==> config.mk <==
export PLATFORM = sky130hd
export DESIGN_NAME = cfg_push_seq
export DESIGN_NICKNAME = d
export VERILOG_FILES = /design/src/rtl/cps_pkg.sv /design/src/rtl/cps_img_check.sv /design/src/rtl/cps_frame_tx.sv /design/src/rtl/cfg_push_seq.sv
export SDC_FILE = /design/constraint.sdc
export NUM_CORES = 1
export LEC_CHECK = 0
export BUFFER_PORTS_ARGS = -buffer_cell sky130_fd_sc_hd__buf_2
export CORE_UTILIZATION = 55
export DETAILED_ROUTE_END_ITERATION = 10
export PLACE_DENSITY = 0.73
export SKIP_LAST_GASP = 1
export SLEW_MARGIN = 30
export SYNTH_ARGS = -nofsm -noshare
export SYNTH_HDL_FRONTEND = slang
export SYNTH_SLANG_ARGS = --single-unit
==> constraint.sdc <==
create_clock -name clk -period 2.3 [get_ports clk]
set_input_delay 0.345 -clock clk [delete_from_list [all_inputs] [get_ports clk]]
set_output_delay 0.345 -clock clk [all_outputs]
set_load 0.05 [all_outputs]
==> src/rtl/cps_pkg.sv <==
package cps_pkg;
  localparam logic [7:0] ASCII_CR = 8'h0D;

  typedef enum logic [2:0] {F_IDLE, F_HEAD, F_DATA, F_TAIL, F_FIN} fr_state_t;
  typedef enum logic [1:0] {C_IDLE, C_LEN, C_SIG} chk_state_t;
  typedef enum logic [2:0] {T_IDLE, T_STATE, T_STW, T_CHK, T_INW, T_FIN} top_state_t;

  function automatic logic [7:0] hex_ascii(input logic [3:0] n);
    return (n < 4'd10) ? (8'h30 + {4'h0, n}) : (8'h37 + {4'h0, n});
  endfunction
endpackage

==> src/rtl/cps_img_check.sv <==
module cps_img_check
  import cps_pkg::*;
#(
  parameter int              AW        = 16,
  parameter logic [AW-1:0]   HDR_BASE  = '0,
  parameter int              LEN_OFS   = 4,
  parameter logic [AW-1:0]   INIT_BASE = AW'(16'h1000),
  parameter logic [31:0]     SIG       = 32'h3CA50F96
) (
  input  logic          clk,
  input  logic          rst,
  input  logic          start,
  output logic          rd,
  output logic [AW-1:0] rd_addr,
  input  logic [7:0]    rd_data,
  input  logic          rd_ack,
  output logic          done,
  output logic          ok,
  output logic [15:0]   img_len
);
  chk_state_t st;
  logic [1:0] idx;
  logic       pend;
  logic [7:0] sig_byte;

  always_comb sig_byte = SIG[8*(3-int'(idx)) +: 8];

  always_ff @(posedge clk) begin
    if (rst) begin
      st <= C_IDLE; idx <= '0; pend <= 1'b0; rd <= 1'b0; rd_addr <= '0;
      done <= 1'b0; ok <= 1'b0; img_len <= '0;
    end else begin
      rd   <= 1'b0;
      done <= 1'b0;
      case (st)
        C_IDLE: if (start) begin
          idx <= '0; pend <= 1'b0; st <= C_LEN;
        end
        C_LEN: begin
          if (!pend) begin
            rd <= 1'b1; pend <= 1'b1;
            rd_addr <= HDR_BASE + AW'(LEN_OFS) + AW'(idx);
          end else if (rd_ack) begin
            pend <= 1'b0;
            if (idx == 2'd0) begin
              img_len[7:0] <= rd_data; idx <= 2'd1;
            end else begin
              img_len[15:8] <= rd_data; idx <= 2'd0;
              if ({rd_data, img_len[7:0]} == 16'h0) begin
                ok <= 1'b0; done <= 1'b1; st <= C_IDLE;
              end else st <= C_SIG;
            end
          end
        end
        C_SIG: begin
          if (!pend) begin
            rd <= 1'b1; pend <= 1'b1;
            rd_addr <= INIT_BASE + AW'(idx);
          end else if (rd_ack) begin
            pend <= 1'b0;
            if (rd_data != sig_byte) begin
              ok <= 1'b0; done <= 1'b1; st <= C_IDLE;
            end else if (idx == 2'd3) begin
              ok <= 1'b1; done <= 1'b1; st <= C_IDLE;
            end else idx <= idx + 2'd1;
          end
        end
        default: st <= C_IDLE;
      endcase
    end
  end

  assert_rd_pulse_R11: assert property (@(posedge clk) disable iff (rst) rd |=> !rd);
  assert_rd_wait_R11: assert property (@(posedge clk) disable iff (rst) (pend && !rd_ack) |=> !rd);
endmodule

==> src/rtl/cps_frame_tx.sv <==
module cps_frame_tx
  import cps_pkg::*;
#(
  parameter int         AW     = 16,
  parameter logic [7:0] LETTER = 8'h57
) (
  input  logic          clk,
  input  logic          rst,
  input  logic          start,
  input  logic [15:0]   addr_fld,
  input  logic [15:0]   len_fld,
  input  logic [AW-1:0] base,
  output logic          rd,
  output logic [AW-1:0] rd_addr,
  input  logic [7:0]    rd_data,
  input  logic          rd_ack,
  output logic          tx_valid,
  output logic [7:0]    tx_byte,
  input  logic          tx_ready,
  output logic          done
);
  fr_state_t   st;
  logic [3:0]  hidx;
  logic [31:0] hdr_word;
  logic [15:0] remain;
  logic [AW-1:0] raddr;
  logic        pend;
  logic        slot_free;

  always_comb slot_free = !tx_valid || tx_ready;

  always_ff @(posedge clk) begin
    if (rst) begin
      st <= F_IDLE; hidx <= '0; hdr_word <= '0; remain <= '0; raddr <= '0;
      pend <= 1'b0; rd <= 1'b0; rd_addr <= '0; tx_valid <= 1'b0;
      tx_byte <= '0; done <= 1'b0;
    end else begin
      rd   <= 1'b0;
      done <= 1'b0;
      if (tx_valid && tx_ready) tx_valid <= 1'b0;
      case (st)
        F_IDLE: if (start) begin
          hdr_word <= {addr_fld, len_fld};
          remain <= len_fld; raddr <= base; hidx <= '0; pend <= 1'b0;
          st <= F_HEAD;
        end
        F_HEAD: if (slot_free) begin
          tx_valid <= 1'b1;
          if (hidx == 4'd0) tx_byte <= LETTER;
          else begin
            tx_byte  <= hex_ascii(hdr_word[31:28]);
            hdr_word <= {hdr_word[27:0], 4'h0};
          end
          if (hidx == 4'd8) st <= F_DATA;
          hidx <= hidx + 4'd1;
        end
        F_DATA: begin
          if (pend) begin
            if (rd_ack) begin
              tx_byte <= rd_data; tx_valid <= 1'b1; pend <= 1'b0;
              remain <= remain - 16'd1; raddr <= raddr + AW'(1);
            end
          end else if (remain == 16'd0) st <= F_TAIL;
          else if (!tx_valid) begin
            rd <= 1'b1; rd_addr <= raddr; pend <= 1'b1;
          end
        end
        F_TAIL: if (slot_free) begin
          tx_byte <= ASCII_CR; tx_valid <= 1'b1; st <= F_FIN;
        end
        F_FIN: if (tx_valid && tx_ready) begin
          done <= 1'b1; st <= F_IDLE;
        end
        default: st <= F_IDLE;
      endcase
    end
  end

  assert_tx_hold_R8: assert property (@(posedge clk) disable iff (rst)
    (tx_valid && !tx_ready) |=> (tx_valid && $stable(tx_byte)));
  assert_rd_pulse_R11: assert property (@(posedge clk) disable iff (rst) rd |=> !rd);
  assert_rd_wait_R11: assert property (@(posedge clk) disable iff (rst) (pend && !rd_ack) |=> !rd);
endmodule

==> src/rtl/cfg_push_seq.sv <==
module cfg_push_seq
  import cps_pkg::*;
#(
  parameter int            AW         = 16,
  parameter logic [AW-1:0] STATE_BASE = AW'(16'h0100),
  parameter int            STATE_LEN  = 512,
  parameter logic [AW-1:0] HDR_BASE   = '0,
  parameter int            LEN_OFS    = 4,
  parameter logic [AW-1:0] INIT_BASE  = AW'(16'h1000),
  parameter logic [31:0]   SIG        = 32'h3CA50F96,
  parameter logic [15:0]   INIT_ADDR  = 16'hFFFF,
  parameter logic [7:0]    LETTER     = 8'h57
) (
  input  logic          clk,
  input  logic          rst,
  input  logic          cmd_start,
  input  logic          cmd_init,
  output logic          fl_rd,
  output logic [AW-1:0] fl_addr,
  input  logic [7:0]    fl_data,
  input  logic          fl_ack,
  output logic          tx_valid,
  output logic [7:0]    tx_byte,
  input  logic          tx_ready,
  output logic          busy,
  output logic          done
);
  localparam logic [15:0] STATE_LEN_F = 16'(STATE_LEN);

  top_state_t    st;
  logic          init_mode;
  logic          fs_start, fs_done, fs_rd;
  logic [15:0]   fs_addr, fs_len;
  logic [AW-1:0] fs_base, fs_rd_addr;
  logic          ck_start, ck_done, ck_ok, ck_rd;
  logic [15:0]   ck_len;
  logic [AW-1:0] ck_rd_addr;

  cps_frame_tx #(.AW(AW), .LETTER(LETTER)) u_frame (
    .clk(clk), .rst(rst), .start(fs_start), .addr_fld(fs_addr), .len_fld(fs_len),
    .base(fs_base), .rd(fs_rd), .rd_addr(fs_rd_addr), .rd_data(fl_data),
    .rd_ack(fl_ack), .tx_valid(tx_valid), .tx_byte(tx_byte),
    .tx_ready(tx_ready), .done(fs_done)
  );

  cps_img_check #(.AW(AW), .HDR_BASE(HDR_BASE), .LEN_OFS(LEN_OFS),
                  .INIT_BASE(INIT_BASE), .SIG(SIG)) u_check (
    .clk(clk), .rst(rst), .start(ck_start), .rd(ck_rd), .rd_addr(ck_rd_addr),
    .rd_data(fl_data), .rd_ack(fl_ack), .done(ck_done), .ok(ck_ok), .img_len(ck_len)
  );

  always_comb begin
    fl_rd   = fs_rd | ck_rd;
    fl_addr = ck_rd ? ck_rd_addr : fs_rd_addr;
  end

  always_ff @(posedge clk) begin
    if (rst) begin
      st <= T_IDLE; init_mode <= 1'b0; busy <= 1'b0; done <= 1'b0;
      fs_start <= 1'b0; fs_addr <= '0; fs_len <= '0; fs_base <= '0; ck_start <= 1'b0;
    end else begin
      fs_start <= 1'b0;
      ck_start <= 1'b0;
      done     <= 1'b0;
      case (st)
        T_IDLE: if (cmd_start) begin
          busy <= 1'b1; init_mode <= cmd_init; st <= T_STATE;
        end
        T_STATE: begin
          fs_start <= 1'b1; fs_addr <= 16'h0000; fs_len <= STATE_LEN_F;
          fs_base <= STATE_BASE; st <= T_STW;
        end
        T_STW: if (fs_done) begin
          if (init_mode) begin ck_start <= 1'b1; st <= T_CHK; end
          else st <= T_FIN;
        end
        T_CHK: if (ck_done) begin
          if (ck_ok) begin
            fs_start <= 1'b1; fs_addr <= INIT_ADDR; fs_len <= ck_len;
            fs_base <= INIT_BASE; st <= T_INW;
          end else st <= T_FIN;
        end
        T_INW: if (fs_done) st <= T_FIN;
        T_FIN: begin done <= 1'b1; busy <= 1'b0; st <= T_IDLE; end
        default: st <= T_IDLE;
      endcase
    end
  end

  assert_tx_needs_busy_R7: assert property (@(posedge clk) disable iff (rst) tx_valid |-> busy);
  assert_done_idle_R6: assert property (@(posedge clk) disable iff (rst) done |-> !busy);
  assert_done_pulse_R6: assert property (@(posedge clk) disable iff (rst) done |=> !done);
  assert_one_reader_R11: assert property (@(posedge clk) disable iff (rst) $onehot0({fs_rd, ck_rd}));
endmodule

==> results of run 1 <==
## cell families after synthesis
logic type / count (synthesis)
simple gates: 372
flops: 153
fa+ha+maj: 13
mux: 38
compound gates: 194
buf+inv: 79
xor+xnor: 17
## how the worst max path moves through the flow
| stage | startpoint | end | slack, ns | cells past startpoint |
|---|---|---|---|---|
| after floorplan | u_frame.tx_valid$_SDFF_PP0_ | u_frame.hdr_word[23]$_SDFFE_PP0P_ | 0.16 | 6 |
| after global placement | u_frame.remain[0]$_SDFFE_PP0P_ | u_frame.rd_addr[3]$_SDFFE_PP0P_ | 0.16 | 8 |
| after detailed placement | u_frame.remain[0]$_SDFFE_PP0P_ | u_frame.rd_addr[6]$_SDFFE_PP0P_ | 0.05 | 8 |
| after CTS | u_frame.remain[0]$_SDFFE_PP0P_ | u_frame.rd_addr[7]$_SDFFE_PP0P_ | 0.05 | 8 |
| after global routing | u_frame.remain[0]$_SDFFE_PP0P_ | u_frame.rd_addr[8]$_SDFFE_PP0P_ | 0.03 | 8 |
| final | u_frame.remain[0]$_SDFFE_PP0P_ | u_frame.rd_addr[7]$_SDFFE_PP0P_ | 0.15 | 8 |
## power groups by stage
stage	Clock, uW	Combinational (uW)	Sequential [uW]
CTS	3030	1100	2980
detailed placement	0	1100	3040
global placement	0	1060	3030
floorplan	0	803	3040
finish	2990	1120	2990
global route	3160	1230	3010
## registers in the layout (all words and copies together) (netlist names), 2 cells and up
| name | flops |
|---|---|
| u_check.img_len | 16 |
| u_check.st | 2 |
| u_check.idx | 2 |
| u_frame.remain | 16 |
| u_frame.rd_addr | 16 |
| st | 3 |
| fs_len | 16 |
| u_frame.tx_byte | 8 |
| u_frame.hdr_word | 32 |
| u_frame.raddr | 16 |
| u_frame.st | 3 |
| u_check.rd_addr | 4 |
| u_frame.hidx | 4 |
## layer usage
metal / global-route usage [%] / wire, um / vias up / part of all wire, %
met5: 0 / 0 / - / 0
met1: 36.2 / 7930 / 2999 / 45
met2: 44.8 / 8320 / 179 / 47
li1: - / - / 3113 / -
met4: 11.3 / 336 / 0 / 1.9
met3: 5.23 / 1020 / 28 / 5.8
## placed cells by master, fill, tap and decap left out, types with 5 or more instances in the layout
cell type and n:
nand2_1 124, buf_4 28, a311oi_1 20, nor2b_1 19, o21ai_0 29, a21oi_1 75
nor2_1 107, a211oi_1 18, nor3b_1 10, buf_2 40, mux2_2 5, clkbuf_8 5
clkbuf_16 17, nand3b_1 6, nand4_1 9, nand2b_1 8, xor2_1 10, nor3_1 14
a31oi_1 7, nor4_1 9, dfxtp_1 153, or3_1 5, xnor2_1 7, ha_1 13
nand3_1 36, mux2i_1 33, inv_1 22
## per-stage QoR
| stage | total power [uW] | hold slack [ns] | instance area, um^2 |
|---|---|---|---|
| after global placement | 4080 | 0.439 | 7540 |
| after floorplan | 3850 | 0.432 | 7120 |
| after global routing | 7400 | 0.217 | 8190 |
| final | 7100 | 0.160 | 8190 |
| after CTS | 7110 | 0.152 | 8180 |
| after detailed placement | 4130 | 0.448 | 7540 |
## area by class of cell
type                       instances  area share [%]
clock inverter                     8            1.71
multi-input combinational        634            45.9
sequential                       153            37.4
tap                              172            2.63
inverter                          22            1.01
timing repair buffer              69            5.26
clock buffer                      23            6.08
## worst max-delay path: cells and delay by family, from the launching register on
| kind | cells | cell delay [ns] |
|---|---|---|
| buffers and inverters | 2 | 0.37 |
| muxes | 1 | 0.18 |
| and+or+nand+nor | 3 | 0.85 |
| adders and majority gates | 1 | 0.15 |
| DFF | 1 | 0.34 |
| AOI/OAI and AO/OA | 1 | 0.11 |
==> out/results.ini, run 1 <==
[cells_and_area]
seq_area_mm2 = 0.00306
n_antenna_cell = 0
drive_gt1_share_pct = 13.1
post_layout_nonfiller_instances = 1081
post-route-util_pct = 64.9
fill_cells = 1109
fin_nets = 924
multi_input_area_mm2 = 0.00376
area_growth_pct = 15.0

[yosys]
synth-seq-cells = 153
synthMuxAreaShare_pct = 5.43
yosysTopAreaCell = dfxtp_1
synthSimpleGateAreaFrac_pct = 24.6
synth_nets = 893
synth-edff-count = 0
syn_inst = 866
synth_top_area_share_pct = 43.0
synth_xor_area_share_pct = 2.09
synth_area_mm2 = 0.00712
synth_compound_area_share_pct = 18.1
synth_flop_cell = dfxtp_1
synth_seq_area_share_pct = 43.0
synth_fa_ha_area_share_pct = 2.28
yosys_warnings = 0
synthTopCellsByCount = dfxtp_1 (153), nand2_1 (124), nor2_1 (108)
async_reset_ff_share_pct = 0
synth_cell_types = 66
ys_top_cells_by_area = dfxtp_1 (43%), nand2_1 (6.5%), nor2_1 (5.7%), a21oi_1 (5.3%), mux2i_1 (4.6%)
synth_top_family_by_area = simple AND/OR/NAND/NOR gates
syn_avg_cell_area_um2 = 8.22
yosysMostFrequentCell = dfxtp_1

[floorplan]
pin_count = 42
start_util_pct = 56.4
die_height_um = 116
dieArea_mm2 = 0.0134
die_w_um = 116
rows = 41
core_mm2 = 0.0126

[global_routing]
overflow = 0
grtUsageTotal_pct = 27.6
grt_pass1_vias = 5786
grt_max_degree = 57
grt_pass1_wl_um = 28500
antenna_found_initial = 0

[sta]
slew_violations = 0
fin_skew_ns = 0.00703
fin_crit_sh_pct = 93.6
maxSlewHeadroom_pct = 54.8
period_needed_ns = 2.15
worst_pin_slew_ns = 0.678
setup_tns_ns = 0
grt_setup_unrepaired = no
fmax_mhz = 465
finalSetupViolCount = 0
setup_ws_ns = 0.148
hold_violations = 0

[worst_setup_path]
path_class = flip-flop to flip-flop
ff2ff_path_depth = 8
endpoint_kind = flip-flop
worst-path-max-fanout = 17
critPathArrivalTime_ns = 2.45
critPathLaunchType = flip-flop
cp_slowest_cell = or3b_2
cp.required_ns = 2.60
reg2reg_from = u_frame.remain[0]$_SDFFE_PP0P_
cpPeakStageDelay_ns = 0.46
rrSetupSlack_ns = 0.15
crit_chain = inv_1, ha_1, or3b_2, nor4_4, a2111oi_4, buf_4, mux2i_1, nor2_1
r2r_end = u_frame.rd_addr[7]$_SDFFE_PP0P_

[placed_design]
dpl.hpwl_um = 12300
placement.io_buffers = 41
gp_congestion = 0.860
dp.cells = 1050
pre_cts_ws_ns = 0.0452

[clock_network]
hold_buffers = 0
ctsLongestPathBuffers = 2
numCtsBuffers = 17
clockRootBuffer = clkbuf_16
clkSlewWorstSetupHoldPaths_ns = 0.06
cts_tree = yes
post_cts.repair.setup_buffers = 0
h-tree-depth = 4
cts-resized-gates = 0
clkLatencyLatePin_ns = 0.43
clock_sinks = 153

[route]
drtAntennaViolNets = 0
first_iter_violations = 463
vias = 6319
wire_per_inst_um = 16.3
vias_per_cell = 5.85
wirelength_um = 17600
drcViolationCount = 0
drt_first_pass_iters = 6

[power]
comb_power_share_pct = 15.7
power.density_mw_per_mm2 = 867
peakVddDrop_uv = 438
p_sw_share_pct = 27.1
share_seq_of_total_power_pct = 42.1
power_leakage_uw = 0.00291
p_sw_uw = 1920
p_int_uw = 5180
pwr-share-clk_pct = 42.2

[worst_hold_path]
min_from = cmd_init
min_to = init_mode$_SDFFE_PP0P_
min_path_cells = 3
hp-class = input port to flip-flop

[job]
cap_violations = 0

[run_status]
status = completed

Power figures use the tool's default switching activity.
==> run 2: changes to the inputs <==
PLACE_DENSITY = not set   (was 0.73)
PLACE_DENSITY_LB_ADDON = 0.3   (was not set)
==> run 2 against run 1 <==
  * Clock power about the same
  * Flip-flop and latch count unchanged
  * Critical path depth unchanged
  * Final cell count about the same
  * Core utilization up 0.24 points
  * Setup slack better by 0.0076 ns
  * First-iteration DRC count up 7.8%
  * Wire length down 5.3%
  * Highest routed layer unchanged
==> out/results.ini, run 2 (same netlist as run 1, synthesis figures left out) <==
[job]
cap_violations = 0

[clock_network]
post_cts.repair.setup_buffers = 0
hold_buffers = 0
numCtsBuffers = 17
cts_tree = yes
clockRootBuffer = clkbuf_16
clkSlewWorstSetupHoldPaths_ns = 0.06
ctsLongestPathBuffers = 2
cts-resized-gates = 0
h-tree-depth = 4
clock_sinks = 153
clkLatencyLatePin_ns = 0.42

[route]
drtAntennaViolNets = 0
wire_per_inst_um = 15.4
first_iter_violations = 499
vias = 6195
drt_first_pass_iters = 5
drcViolationCount = 0
vias_per_cell = 5.73
wirelength_um = 16700

[sta]
hold_violations = 0
fmax_mhz = 466
setup_ws_ns = 0.156
period_needed_ns = 2.14
fin_crit_sh_pct = 93.2
grt_setup_unrepaired = no
worst_pin_slew_ns = 0.691
fin_skew_ns = 0.0101
maxSlewHeadroom_pct = 53.9
slew_violations = 0
finalSetupViolCount = 0
setup_tns_ns = 0

[floorplan]
die_height_um = 116
core_mm2 = 0.0126
start_util_pct = 56.4
dieArea_mm2 = 0.0134
rows = 41
die_w_um = 116
pin_count = 42

[worst_setup_path]
cp_slowest_cell = or3b_2
critPathArrivalTime_ns = 2.45
crit_chain = inv_1, ha_1, or3b_2, nor4_2, a2111oi_4, buf_12, mux2i_1, nor2_1
cpPeakStageDelay_ns = 0.45
worst-path-max-fanout = 17
critPathLaunchType = flip-flop
endpoint_kind = flip-flop
critPathBufInv = 2
crit_family = simple AND/OR/NAND/NOR gates
path_class = flip-flop to flip-flop
cp.required_ns = 2.60

[cells_and_area]
drive_gt1_share_pct = 13.2
area_growth_pct = 15.4
regMostFlops = u_frame.hdr_word
final_common_cell = dfxtp_1
final_cell_mix = dfxtp_1 (153), nand2_1 (124), nor2_1 (107)
n_antenna_cell = 0
largest_reg_flops = 32
fin_nets = 924

[placed_design]
gp_congestion = 0.895
pre_cts_ws_ns = 0.176
placement.io_buffers = 41
dpl.hpwl_um = 11400

[global_routing]
grt_pass1_vias = 5546
grt_pass1_wl_um = 27400
grtUsageTotal_pct = 26.6
antenna_found_initial = 0
overflow = 0
grt_max_degree = 69

[run_status]
status = completed

[power]
power.density_mw_per_mm2 = 862
power_leakage_uw = 0.00292
peakVddDrop_uv = 381

[worst_hold_path]
hp-class = input port to flip-flop

==> run 2: layer usage <==
layer | share of wire (%) | routed length (um) | up-vias | track usage, %
met5 | 0 | 0 | - | 0
li1 | - | - | 3123 | -
met1 | 47 | 7870 | 2889 | 36.3
met2 | 45 | 7560 | 163 | 40.8
met3 | 5.7 | 958 | 20 | 5.60
met4 | 1.7 | 287 | 0 | 11.2
==> run 2: power breakdown <==
part	internal [uW]	switching [uW]
clock network	1980	1030
registers	2830	138
logic	401	705
total	5210	1870
==> run 2: path summary, 6_finish.rpt <==
path / slack, ns / end / cells after the start / from
worst max register to register: 0.16 / u_frame.rd_addr[15]$_SDFFE_PP0P_ / 8 / u_frame.remain[0]$_SDFFE_PP0P_
worst min register to register: 0.46 / u_frame.tx_byte[1]$_SDFFE_PP0P_ / 2 / u_frame.tx_byte[1]$_SDFFE_PP0P_
worst min-delay path: 0.17 / init_mode$_SDFFE_PP0P_ / 3 / cmd_init
worst max-delay path: 0.16 / u_frame.rd_addr[15]$_SDFFE_PP0P_ / 8 / u_frame.remain[0]$_SDFFE_PP0P_
==> run 2: cell type report <==
class / instances / area [um^2]
Clock buffer: 25 / 515
Clock inverter: 7 / 135
Fill cell: 1104 / 4400
Inverter: 22 / 82.6
Multi-Input combinational cell: 634 / 3750
Sequential cell: 153 / 3060
Tap cell: 172 / 215
Timing Repair Buffer: 69 / 455
==> run 2: stage by stage <==
stage	hold slack, ns	cell area (um^2)	power (uW)	util [%]	std cells
floorplan	0.432	7120	3850	-	866
global placement	0.441	7560	4100	59.9	1050
detailed placement	0.448	7570	4120	60.0	1050
CTS	0.149	8220	7140	65.1	1082
global route	0.190	8220	7390	65.1	1082
finish	0.166	8220	7090	65.1	1082
==> run 2: tightest hold or removal path: cells and delay by family <==
kind | cells | cell delay (ns)
mux | 1 | 0.05
buf+inv | 1 | 0.08
simple gates | 1 | 0.08
==> run 3: changes to the inputs <==
CORE_UTILIZATION = 61   (was 55)
==> run 3 against run 2 <==
  * Maximum frequency shrank 0.92%
  * Largest power group is now sequential cells
  * Critical path type unchanged
  * Sequential share of layout area grew 0.58 points
  * Sequential power is essentially flat
  * Critical endpoint is now u_frame.rd_addr[7]$_SDFFE_PP0P_
==> out/results.ini, run 3 (same netlist as run 1, synthesis figures left out) <==
[placed_design]
dpl.hpwl_um = 11800
gp_congestion = 0.875
postPlaceCellArea_mm2 = 0.00747
dp.cells = 1015
pre_cts_ws_ns = 0.0736
placement.io_buffers = 41

[worst_setup_path]
cp_slowest_cell = or3b_2
crit_family = simple AND/OR/NAND/NOR gates
cp.required_ns = 2.59
critPathArrivalTime_ns = 2.45
crit_chain = inv_1, ha_1, or3b_2, nor4_4, a2111oi_4, buf_4, mux2i_1, nor2_1
critPathBufInv = 2
critPathLaunchType = flip-flop
cpPeakStageDelay_ns = 0.47
endpoint_kind = flip-flop
path_class = flip-flop to flip-flop
worst-path-max-fanout = 17

[sta]
finalSetupViolCount = 0
setup_ws_ns = 0.136
fin_crit_sh_pct = 94.1
slew_violations = 0
worst_pin_slew_ns = 0.670
period_needed_ns = 2.16
setup_tns_ns = 0
hold_violations = 0
fmax_mhz = 462
hold_slack_ns = 0.171
grt_setup_unrepaired = no
fin_skew_ns = 0.00828
maxSlewHeadroom_pct = 55.4

[cells_and_area]
final_common_cell = dfxtp_1
n_antenna_cell = 0
regMostFlops = u_frame.hdr_word
final_area_mm2 = 0.00809
fin_nets = 918
post_layout_nonfiller_instances = 1047
drive_gt1_share_pct = 12.2
largest_reg_flops = 32
final_cell_mix = dfxtp_1 (153), nand2_1 (124), nor2_1 (107)
area_growth_pct = 13.7

[clock_network]
numCtsBuffers = 17
clock_sinks = 153
clockRootBuffer = clkbuf_16
clkSlewWorstSetupHoldPaths_ns = 0.06
clkLatencyLatePin_ns = 0.42
cts_tree = yes
ctsLongestPathBuffers = 2
h-tree-depth = 4
hold_buffers = 0

[route]
wirelength_um = 17300
drcViolationCount = 0
vias_per_cell = 6.07
vias = 6356
first_iter_violations = 473
drt_first_pass_iters = 5
drtAntennaViolNets = 0
wire_per_inst_um = 16.5

[floorplan]
start_util_pct = 62.3
die_height_um = 110
core_mm2 = 0.0114
dieArea_mm2 = 0.0121
die_w_um = 110
rows = 39
pin_count = 42

[power]
power.density_mw_per_mm2 = 860
power_leakage_uw = 0.00287
peakVddDrop_uv = 598

[run_status]
status = completed

[global_routing]
grt_pass1_vias = 5690
grt_max_degree = 75
overflow = 0
grtUsageTotal_pct = 29.8
grt_pass1_wl_um = 27600
antenna_found_initial = 0

[worst_hold_path]
hp-class = input port to flip-flop

[job]
cap_violations = 0

-- run 3: changes by cell type in the layout (fill, tap and decap cells not counted) --
cell and delta:
and2_1 +1, buf_12 -1, nor4_2 -1, clkinvlp_4 +1, buf_4 -5, clkbuf_8 -2
clkbuf_1 +3, clkinv_4 +1, nor4_4 +1, and2_2 -1, bufinv_16 -1, clkinv_2 -2
-- run 3: power breakdown --
group	leakage (uW)	total (uW)	switching (uW)	internal [uW]
registers	0.00124	2980	154	2830
clock network	0.000295	2870	1050	1830
logic	0.00133	1100	705	397
total	0.00287	6960	1910	5050
-- run 3: repair_timing --
action                     in CTS  in global routing
resized for setup               0                  1
hold endpoints to repair        0                  0
setup endpoints to repair       0                  4
buffers inserted                0                  0
-- run 3: area by class of cell --
| cell class | count | area, um^2 |
|---|---|---|
| inverters | 22 | 82.6 |
| repair buffers | 63 | 398 |
| well taps | 143 | 179 |
| multi-input cells | 634 | 3760 |
| clock inverters | 6 | 111 |
| fillers | 880 | 3330 |
| flip-flops and latches | 153 | 3060 |
| clock buffers | 26 | 499 |
-- run 3: worst register-to-register path: stages (launching register included) --
cell	delay [ns]
dfxtp_1	0.34
inv_1	0.11
ha_1	0.14
or3b_2	0.47
nor4_4	0.32
a2111oi_4	0.11
buf_4	0.26
mux2i_1	0.22
nor2_1	0.06
-- run 3: through the flow --
| stage | util, % | total power, uW |
|---|---|---|
| final | 70.9 | 6960 |
| after global routing | 70.9 | 7240 |
| after CTS | 70.8 | 6960 |
| after detailed placement | 65.5 | 4120 |
| after global placement | 65.4 | 4070 |
| after floorplan | - | 3850 |
-- run 3: worst paths after layout --
path	from	to	slack (ns)	depth (start not counted)
max	u_frame.remain[0]$_SDFFE_PP0P_	u_frame.rd_addr[7]$_SDFFE_PP0P_	0.14	8
min	cmd_init	init_mode$_SDFFE_PP0P_	0.17	3
max reg2reg	u_frame.remain[0]$_SDFFE_PP0P_	u_frame.rd_addr[7]$_SDFFE_PP0P_	0.14	8
min reg2reg	u_frame.tx_byte[1]$_SDFFE_PP0P_	u_frame.tx_byte[1]$_SDFFE_PP0P_	0.45	2
-- run 3: per-layer routing --
| metal | share of wire, % | wire, um | GRT usage (%) | vias up |
|---|---|---|---|---|
| met3 | 5.8 | 1000 | 5.17 | 27 |
| met1 | 46 | 7990 | 40.3 | 3004 |
| met4 | 2.1 | 355 | 12.8 | 0 |
| li1 | - | - | - | 3104 |
| met2 | 46 | 7950 | 46.7 | 221 |
| met5 | 0 | 0 | 0 | - |
